==> config.mk <==
export PLATFORM = sky130hd
export DESIGN_NAME = scd_decoder
export DESIGN_NICKNAME = d
export VERILOG_FILES = /design/src/rtl/scd_pkg.sv /design/src/rtl/scd_opclass.sv /design/src/rtl/scd_ctrl_map.sv /design/src/rtl/scd_const_gen.sv /design/src/rtl/scd_decoder.sv
export SDC_FILE = /design/constraint.sdc
export NUM_CORES = 1
export LEC_CHECK = 0
export BUFFER_PORTS_ARGS = -buffer_cell sky130_fd_sc_hd__buf_2
export CAP_MARGIN = 10
export CORE_AREA = 5 5 47 49
export DETAILED_ROUTE_END_ITERATION = 8
export DIE_AREA = 0 0 52 54
export PLACE_DENSITY = 0.81
export SYNTH_ARGS = -nofsm -noshare
export SYNTH_HDL_FRONTEND = slang
export SYNTH_SLANG_ARGS = --single-unit
==> constraint.sdc <==
create_clock -name vclk -period 1.03
set_input_delay 0.103 -clock vclk [all_inputs]
set_output_delay 0.103 -clock vclk [all_outputs]
set_load 0.01 [all_outputs]
==> src/rtl/scd_pkg.sv <==
package scd_pkg;
   localparam int OPC_W  = 7;
   localparam int FSEL_W = 3;

   typedef enum logic [1:0] {
      FU_ARITH = 2'd0,
      FU_LOGIC = 2'd1,
      FU_SHIFT = 2'd2,
      FU_NONE  = 2'd3
   } fu_grp_e;

   typedef enum logic [2:0] {
      K_ALU    = 3'd0,
      K_STORE  = 3'd1,
      K_LOAD   = 3'd2,
      K_BRANCH = 3'd3,
      K_JUMP   = 3'd4,
      K_BAD    = 3'd5
   } kind_e;
endpackage

==> src/rtl/scd_opclass.sv <==
module scd_opclass
   import scd_pkg::*;
#(
   parameter int OP_W = OPC_W
) (
   input  logic [OP_W-1:0]   op_i,
   output kind_e             kind_o,
   output fu_grp_e           grp_o,
   output logic [FSEL_W-1:0] fsel_o,
   output logic              imm_form_o,
   output logic [1:0]        cond_o,
   output logic              cond_inv_o
);
   generate
      if (OP_W != 7) begin : g_bad_opw
         $error("scd_opclass: opcode map assumes 7 bits");
      end
   endgenerate

   always_comb begin
      kind_o     = K_BAD;
      grp_o      = FU_NONE;
      fsel_o     = '0;
      imm_form_o = 1'b0;
      cond_o     = 2'b00;
      cond_inv_o = 1'b0;
      if (!op_i[5]) begin
         // ALU region, bit 6 picks register or immediate form
         if (!op_i[4]) begin
            kind_o     = K_ALU;
            imm_form_o = op_i[6];
            if (!op_i[3]) begin
               grp_o  = FU_ARITH;
               fsel_o = FSEL_W'(op_i[2:0]);
            end else begin
               grp_o  = FU_LOGIC;
               fsel_o = FSEL_W'(op_i[2:1]);
            end
         end else if (op_i[3:2] != 2'b11) begin
            kind_o     = K_ALU;
            imm_form_o = op_i[6];
            grp_o      = FU_SHIFT;
            fsel_o     = FSEL_W'(op_i[3:2]);
         end
      end else begin
         unique case ({op_i[6], op_i[4]})
            2'b00: kind_o = K_STORE;
            2'b01: kind_o = K_LOAD;
            2'b10: begin
               kind_o     = K_BRANCH;
               cond_o     = op_i[1:0];
               cond_inv_o = op_i[2];
            end
            default: kind_o = K_JUMP;
         endcase
      end
   end
endmodule

==> src/rtl/scd_ctrl_map.sv <==
module scd_ctrl_map
   import scd_pkg::*;
(
   input  kind_e kind_i,
   input  logic  imm_form_i,
   output logic  rf_we_o,
   output logic  mem_we_o,
   output logic  wb_mem_o,
   output logic  b_imm_o,
   output logic  br_en_o,
   output logic  jmp_en_o,
   output logic  illegal_o
);
   always_comb begin
      rf_we_o   = 1'b0;
      mem_we_o  = 1'b0;
      wb_mem_o  = 1'b0;
      b_imm_o   = 1'b0;
      br_en_o   = 1'b0;
      jmp_en_o  = 1'b0;
      illegal_o = 1'b0;
      unique case (kind_i)
         K_ALU: begin
            rf_we_o = 1'b1;
            b_imm_o = imm_form_i;
         end
         K_STORE:  mem_we_o = 1'b1;
         K_LOAD: begin
            rf_we_o  = 1'b1;
            wb_mem_o = 1'b1;
         end
         K_BRANCH: br_en_o = 1'b1;
         K_JUMP:   jmp_en_o = 1'b1;
         default:  illegal_o = 1'b1;
      endcase
   end
endmodule

==> src/rtl/scd_const_gen.sv <==
module scd_const_gen #(
   parameter int REG_AW = 3,
   parameter int DATA_W = 16
) (
   input  logic [REG_AW-1:0] dr_i,
   input  logic [REG_AW-1:0] sb_i,
   output logic [DATA_W-1:0] imm_o,
   output logic [DATA_W-1:0] off_o
);
   localparam int OFF_W = 2 * REG_AW;

   logic [OFF_W-1:0] raw_off;
   assign raw_off = {dr_i, sb_i};

   generate
      if (DATA_W < OFF_W) begin : g_bad_w
         $error("scd_const_gen: DATA_W must hold the joined offset");
      end
      if (DATA_W == REG_AW) begin : g_imm_eq
         assign imm_o = sb_i;
      end else begin : g_imm_zf
         assign imm_o = {{(DATA_W-REG_AW){1'b0}}, sb_i};
      end
      if (DATA_W == OFF_W) begin : g_off_eq
         assign off_o = raw_off;
      end else begin : g_off_se
         assign off_o = {{(DATA_W-OFF_W){raw_off[OFF_W-1]}}, raw_off};
      end
   endgenerate
endmodule

==> src/rtl/scd_decoder.sv <==
module scd_decoder
   import scd_pkg::*;
#(
   parameter int REG_AW = 3,
   parameter int DATA_W = 16
) (
   input  logic [OPC_W+3*REG_AW-1:0] instr_i,
   output logic [REG_AW-1:0]         rd_addr_o,
   output logic [REG_AW-1:0]         ra_addr_o,
   output logic [REG_AW-1:0]         rb_addr_o,
   output logic                      rf_we_o,
   output logic                      b_imm_o,
   output logic [1:0]                fu_grp_o,
   output logic [FSEL_W-1:0]         fu_sel_o,
   output logic                      mem_we_o,
   output logic                      wb_mem_o,
   output logic                      br_en_o,
   output logic [1:0]                br_cond_o,
   output logic                      br_inv_o,
   output logic                      jmp_en_o,
   output logic                      illegal_o,
   output logic [DATA_W-1:0]         imm_o,
   output logic [DATA_W-1:0]         off_o
);
   localparam int INSTR_W = OPC_W + 3 * REG_AW;
   localparam int SB_LSB  = 0;
   localparam int SA_LSB  = REG_AW;
   localparam int DR_LSB  = 2 * REG_AW;
   localparam int OP_LSB  = 3 * REG_AW;

   generate
      if (REG_AW < 1) begin : g_bad_aw
         $error("scd_decoder: REG_AW must be positive");
      end
   endgenerate

   logic [OPC_W-1:0]  opc;
   logic [REG_AW-1:0] f_dr, f_sa, f_sb;
   kind_e             kind;
   fu_grp_e           grp;
   logic              imm_form;

   assign opc  = instr_i[INSTR_W-1:OP_LSB];
   assign f_dr = instr_i[DR_LSB +: REG_AW];
   assign f_sa = instr_i[SA_LSB +: REG_AW];
   assign f_sb = instr_i[SB_LSB +: REG_AW];

   assign rd_addr_o = f_dr;
   assign ra_addr_o = f_sa;
   assign rb_addr_o = f_sb;

   scd_opclass #(.OP_W(OPC_W)) u_cls (
      .op_i       (opc),
      .kind_o     (kind),
      .grp_o      (grp),
      .fsel_o     (fu_sel_o),
      .imm_form_o (imm_form),
      .cond_o     (br_cond_o),
      .cond_inv_o (br_inv_o)
   );

   assign fu_grp_o = grp;

   scd_ctrl_map u_map (
      .kind_i     (kind),
      .imm_form_i (imm_form),
      .rf_we_o    (rf_we_o),
      .mem_we_o   (mem_we_o),
      .wb_mem_o   (wb_mem_o),
      .b_imm_o    (b_imm_o),
      .br_en_o    (br_en_o),
      .jmp_en_o   (jmp_en_o),
      .illegal_o  (illegal_o)
   );

   scd_const_gen #(.REG_AW(REG_AW), .DATA_W(DATA_W)) u_cst (
      .dr_i  (f_dr),
      .sb_i  (f_sb),
      .imm_o (imm_o),
      .off_o (off_o)
   );

   always_comb begin
      a_r5_illegal_quiet: assert (!illegal_o ||
         (!rf_we_o && !mem_we_o && !br_en_o && !jmp_en_o && fu_grp_o == 2'd3))
         else $error("R5: undefined opcode altered state");
      a_r6_imm_needs_fu: assert (!b_imm_o || fu_grp_o != 2'd3)
         else $error("R6: immediate select outside ALU class");
      a_r8_store_no_rf: assert (!mem_we_o || !rf_we_o)
         else $error("R8: store also writes register file");
      a_r10_branch_no_wr: assert (!(br_en_o || jmp_en_o) || (!rf_we_o && !mem_we_o))
         else $error("R10: control transfer writes state");
      a_r13_excl: assert ($countones({mem_we_o, wb_mem_o, br_en_o, jmp_en_o}) <= 1)
         else $error("R13: more than one class strobe");
      a_r9_load_rf: assert (!wb_mem_o || rf_we_o)
         else $error("R9: load without register write");
   end
endmodule

Yosys cells after proc, flatten, opt, wreduce, memory -nomap -nowiden
Index checks and enable logic that the tools add are counted.
Operators by class
  eq/ne operators: 7
  bitwise operators: 0
  $add $sub $neg: 0
  divide/modulo/power cells: 0
  magnitude comparators: 0
  shift operators: 0
  multiplexer cells: 26
  multipliers: 0
  reductions and logical operators: 4
Operator list (number)
  3-bit 2-to-1 mux: 6
  1-bit 2-to-1 mux: 14
  2-bit 2-to-1 mux: 5
  3-bit case mux with 3 select lines: 1
  3-bit by 2-bit equality test with 1-bit output, second input constant: 2
  5-bit OR reduction: 1
  3-bit by 1-bit equality test with 1-bit output, second input constant: 1
  3-bit equality test, second input constant: 1
  3-bit logical NOT: 1
  2-bit by 1-bit equality test with 1-bit output, second input constant: 1
  2-bit equality test, second input constant: 1
  2-bit logical NOT: 1
  2-bit inequality test, second input constant: 1
  2-bit OR reduction: 1
Word-level totals
  word-level logic and storage cells: 37
  output and inout bits: 56
  memory bits (writable): 0
  input bits: 16
  memories kept: 0
  latch bits: 0
  memory bits (read-only): 0
  bits in registers: 0

Longest topological paths before layout
  depth in word-level cells: 7
  gate-level depth with buffers: 5

Hierarchy
Synthesis repeated with hierarchy kept, for this count alone.
Unflattened totals
  cells, all modules: 73
  area, all modules: 544.3 um^2
Modules (own cells, without submodules)
  scd_const_gen: times used 1, cells an instance 33, area an instance 244.0 um^2, sequential area each 0.0 um^2
  scd_opclass: times used 1, cells an instance 24, area an instance 173.9 um^2, sequential area each 0.0 um^2
  scd_decoder: times used 1, cells an instance 9, area an instance 67.6 um^2, sequential area each 0.0 um^2
  scd_ctrl_map: times used 1, cells an instance 7, area an instance 58.8 um^2, sequential area each 0.0 um^2

Worst setup path before layout
Ideal clock, no wire load.
  path type: input-to-output
  start point: input instr_i[13]
  end point: output mem_we_o
  buffers on the path: 1
  data required time: 0.927 ns
  data arrival time: 0.922 ns
  stages: 4
  path slack: 0.005 ns
  cell sequence: buf_6 inv_1 ha_1 nor3b_1
Between the ends
  word-level cells in the longest chain between the ends: 5
Ends and longest elaborated chain
  start, declared: RTL line scd_decoder.sv:7  | input logic [OPC_W+3*REG_AW-1:0] instr_i,
  2-bit equality test, or another cell as far along: RTL line scd_opclass.sv:46  | unique case ({op_i[6], op_i[4]})
  3-bit case mux with 3 select lines: RTL line scd_opclass.sv:46
  3-bit 2-to-1 mux *: RTL line scd_opclass.sv:27  | if (!op_i[5]) begin
  3-bit by 1-bit equality test with 1-bit output *: RTL line scd_ctrl_map.sv:22  | unique case (kind_i)
  1-bit 2-to-1 mux *: RTL line scd_ctrl_map.sv:22
  end, declared: RTL line scd_decoder.sv:15  | output logic mem_we_o,
Every way passes the cells marked *; elsewhere a longest branch is shown, timed or not.

Worst setup path after layout
  start point: input instr_i[12]
  end point: output fu_sel_o[1]
Between the ends
  word-level cells in the longest chain between the ends: 4
Ends and longest elaborated chain
  2-bit inequality test: RTL line scd_opclass.sv:39  | end else if (op_i[3:2] != 2'b11) begin
  2-bit 2-to-1 mux: RTL line scd_opclass.sv:39
  3-bit 2-to-1 mux *: RTL line scd_opclass.sv:29  | if (!op_i[4]) begin
  3-bit 2-to-1 mux *: RTL line scd_opclass.sv:27
  end, declared: RTL line scd_decoder.sv:14  | output logic [FSEL_W-1:0] fu_sel_o,
Marked as above.

==> flow_metrics.py <==
metrics = {
    "timing": {
        "timing.final.crit_share_pct": 100.2,
        "final-setup-viol-count": 1,
        "worst_slack_ns": -0.001691,
        "finalCriticalPeriod_ns": 1.032,
        "finalHoldViolCount": 0,
        "max_freq_mhz": 969.3,
        "rsz0062_at_grt": "yes",
        "slew_violations": 0,
    },
    "finish": {
        "synthToLayoutAreaGrowth_pct": -1.831,
        "final_cell_area_um2": 536.8,
        "seq_cell_count": 0,
        "clock_buffers": 0,
        "multi_input_area_um2": 319.1,
        "layout.nets": 90,
        "antenna_cells": 0,
        "fill_cells": 205,
        "seq_area_um2": 0,
        "drive_gt1_share_pct": 55.07,
        "final_util_pct": 29.46,
    },
    "logic_synthesis": {
        "synthTopCellsByArea": "buf_4 56%, ha_1 6.9%, and3_1 4.6%",
        "synth_most_common_cell": "buf_4",
        "syn_area_per_cell_um2": 7.490,
        "postSynthCellCount": 73,
        "synth_cell_types": 26,
        "ys_warn_count": 0,
        "seq_area_frac_synth_pct": 0,
        "synthTopCellsByCount": "41 x buf_4, 4 x and3_1, 3 x ha_1, 2 x and4b_1, 2 x inv_1",
        "yosys.area.top_type": "buf_4",
        "synth_area_um2": 546.8,
        "netlist.area_leader.share_pct": 56.29,
    },
    "critical_path": {
        "critical_path_peak_fanout": 2,
        "cp_top_family": "simple AND/OR/NAND/NOR gates",
        "start_kind": "input port",
        "crit_path_top_delay_cell": "or4b_1",
        "arrival_ns": 0.93,
        "crit_type": "input port to output pin",
        "max_stage_delay_ns": 0.51,
        "endpoint_kind": "output pin",
        "path_cells": "buf_6 -> or4b_1 -> o21ai_1 -> buf_2",
        "worst-path-buf-inv": 2,
        "crit_required_ns": 0.93,
    },
    "grt": {
        "grt_overflow": 0,
        "antenna_found_initial": 0,
        "grt_max_degree": 13,
        "grt_pass1_vias": 337,
        "grt_pass1_wl_mm": 1.483,
        "grt_usage_pct": 6.517,
    },
    "power_and_ir_drop": {
        "finalPower_mw": 0.2120,
        "irDropWorstVdd_uv": 117.8,
        "p_per_area_mw_per_mm2": 394.9,
        "power.leakage_nw": 0.3038,
    },
    "drt": {
        "via_per_inst": 3.854,
        "drt_iter0_drc": 0,
        "avgRoutedWirePerCell_um": 11.16,
        "drtAntennaViolNets": 0,
        "drc": 0,
        "wirelength_mm": 1.071,
        "dr.pass1.iters": 1,
        "via_count": 370,
    },
    "placement": {
        "dpl_cell_area_um2": 450.4,
        "hpwl_um": 845.1,
        "io_buffer_count": 22,
        "routabilityCongestion": 0.6965,
    },
    "floorplanning": {
        "core.rowCount": 16,
        "dieArea_mm2": 0.002808,
        "boundaryPins": 72,
        "initial_core_util_pct": 30.01,
        "die_h_um": 54,
        "coreArea_mm2": 0.001822,
        "die_w_um": 52,
    },
    "run_status": {
        "status": "finished, violations left",
        "failed_checks": "setup timing",
    },
    "clock_network": {
        "cts_post_setup_buffers_inserted": 0,
    },
    "worst_hold_path": {
        "min_path_type": "input port to output pin",
    },
    "run": {
        "cap_violations": 0,
    },
}
power by group:
part           total (mW)  internal [mW]  switching, mW
combinational       0.212          0.101          0.111
sequential              0              0              0
clock                   0              0              0
total               0.212          0.101          0.111
area by class of cell:
| type | instances | share of cell area (%) |
|---|---|---|
| well taps | 27 | 6.294 |
| multi-input cells | 40 | 59.44 |
| repair buffers | 27 | 32.87 |
| inverters | 2 | 1.399 |
placed cells by master (no fill, tap or decap), drive strengths merged:
master,synthesis,routed
buf,42,27
conb,1,13
and3,4,4
ha,3,3
inv,2,2
and4b,2,2
xnor2,1,1
nand2b,1,1
or4b,1,1
o21ai,1,1
mux2i,1,1
nand2,1,1
or2,1,1
o32ai,1,1
nor2,1,1
nor2b,1,1
and3b,1,1
nor3b,1,1
nor4b,1,1
a31oi,1,1
and2,1,1
a31o,1,1
or2b,1,1
a21o,1,1
routing by layer:
| metal | global-route usage [%] | share of wire (%) | vias up |
|---|---|---|---|
| met5 | 0 | 0 | - |
| met4 | 2.183 | 0.93 | 0 |
| met3 | 1.385 | 15 | 4 |
| met2 | 10.46 | 42 | 25 |
| met1 | 8.576 | 41 | 164 |
| li1 | - | - | 177 |
repair_timing:
item / in CTS / in global routing
pin swaps: 3 / 2
resized for setup: 15 / 8
setup endpoints to repair: 8 / 8
hold endpoints to repair: 0 / 0
hold buffers: 0 / 0
through the flow:
stage	hold WS [ns]	worst slack [ns]	TNS, ns	cells
final	0.2060	-0.001691	-0.001691	96
after global routing	0.2060	-0.01797	-0.03423	96
after CTS	0.2061	-0.02210	-0.02283	96
after detailed placement	0.2061	-0.1554	-0.6944	96
after global placement	0.2061	-0.09179	-0.4619	96
after floorplan	0.2570	0.005193	0	85
logic make-up (layout without fill, tap and decap cells):
family | count (synthesis) | after routing | synth area share (%)
buffers and inverters | 45 | 29 | 60.41
XOR/XNOR | 1 | 1 | 1.602
multiplexers | 1 | 1 | 1.831
adder cells (fa/ha/maj) | 3 | 3 | 6.866
AND/OR/NAND/NOR | 17 | 17 | 21.97
AO/OA/AOI/OAI | 5 | 5 | 6.637
other | 1 | 13 | 0.6858
worst paths after layout:
kind	depth (start not counted)	slack [ns]	start	endpoint
setup / recovery	4	-0.002	instr_i[12]	fu_sel_o[1]
hold / removal	0	0.21	instr_i[4]	ra_addr_o[1]
Power figures use the tool's default switching activity.
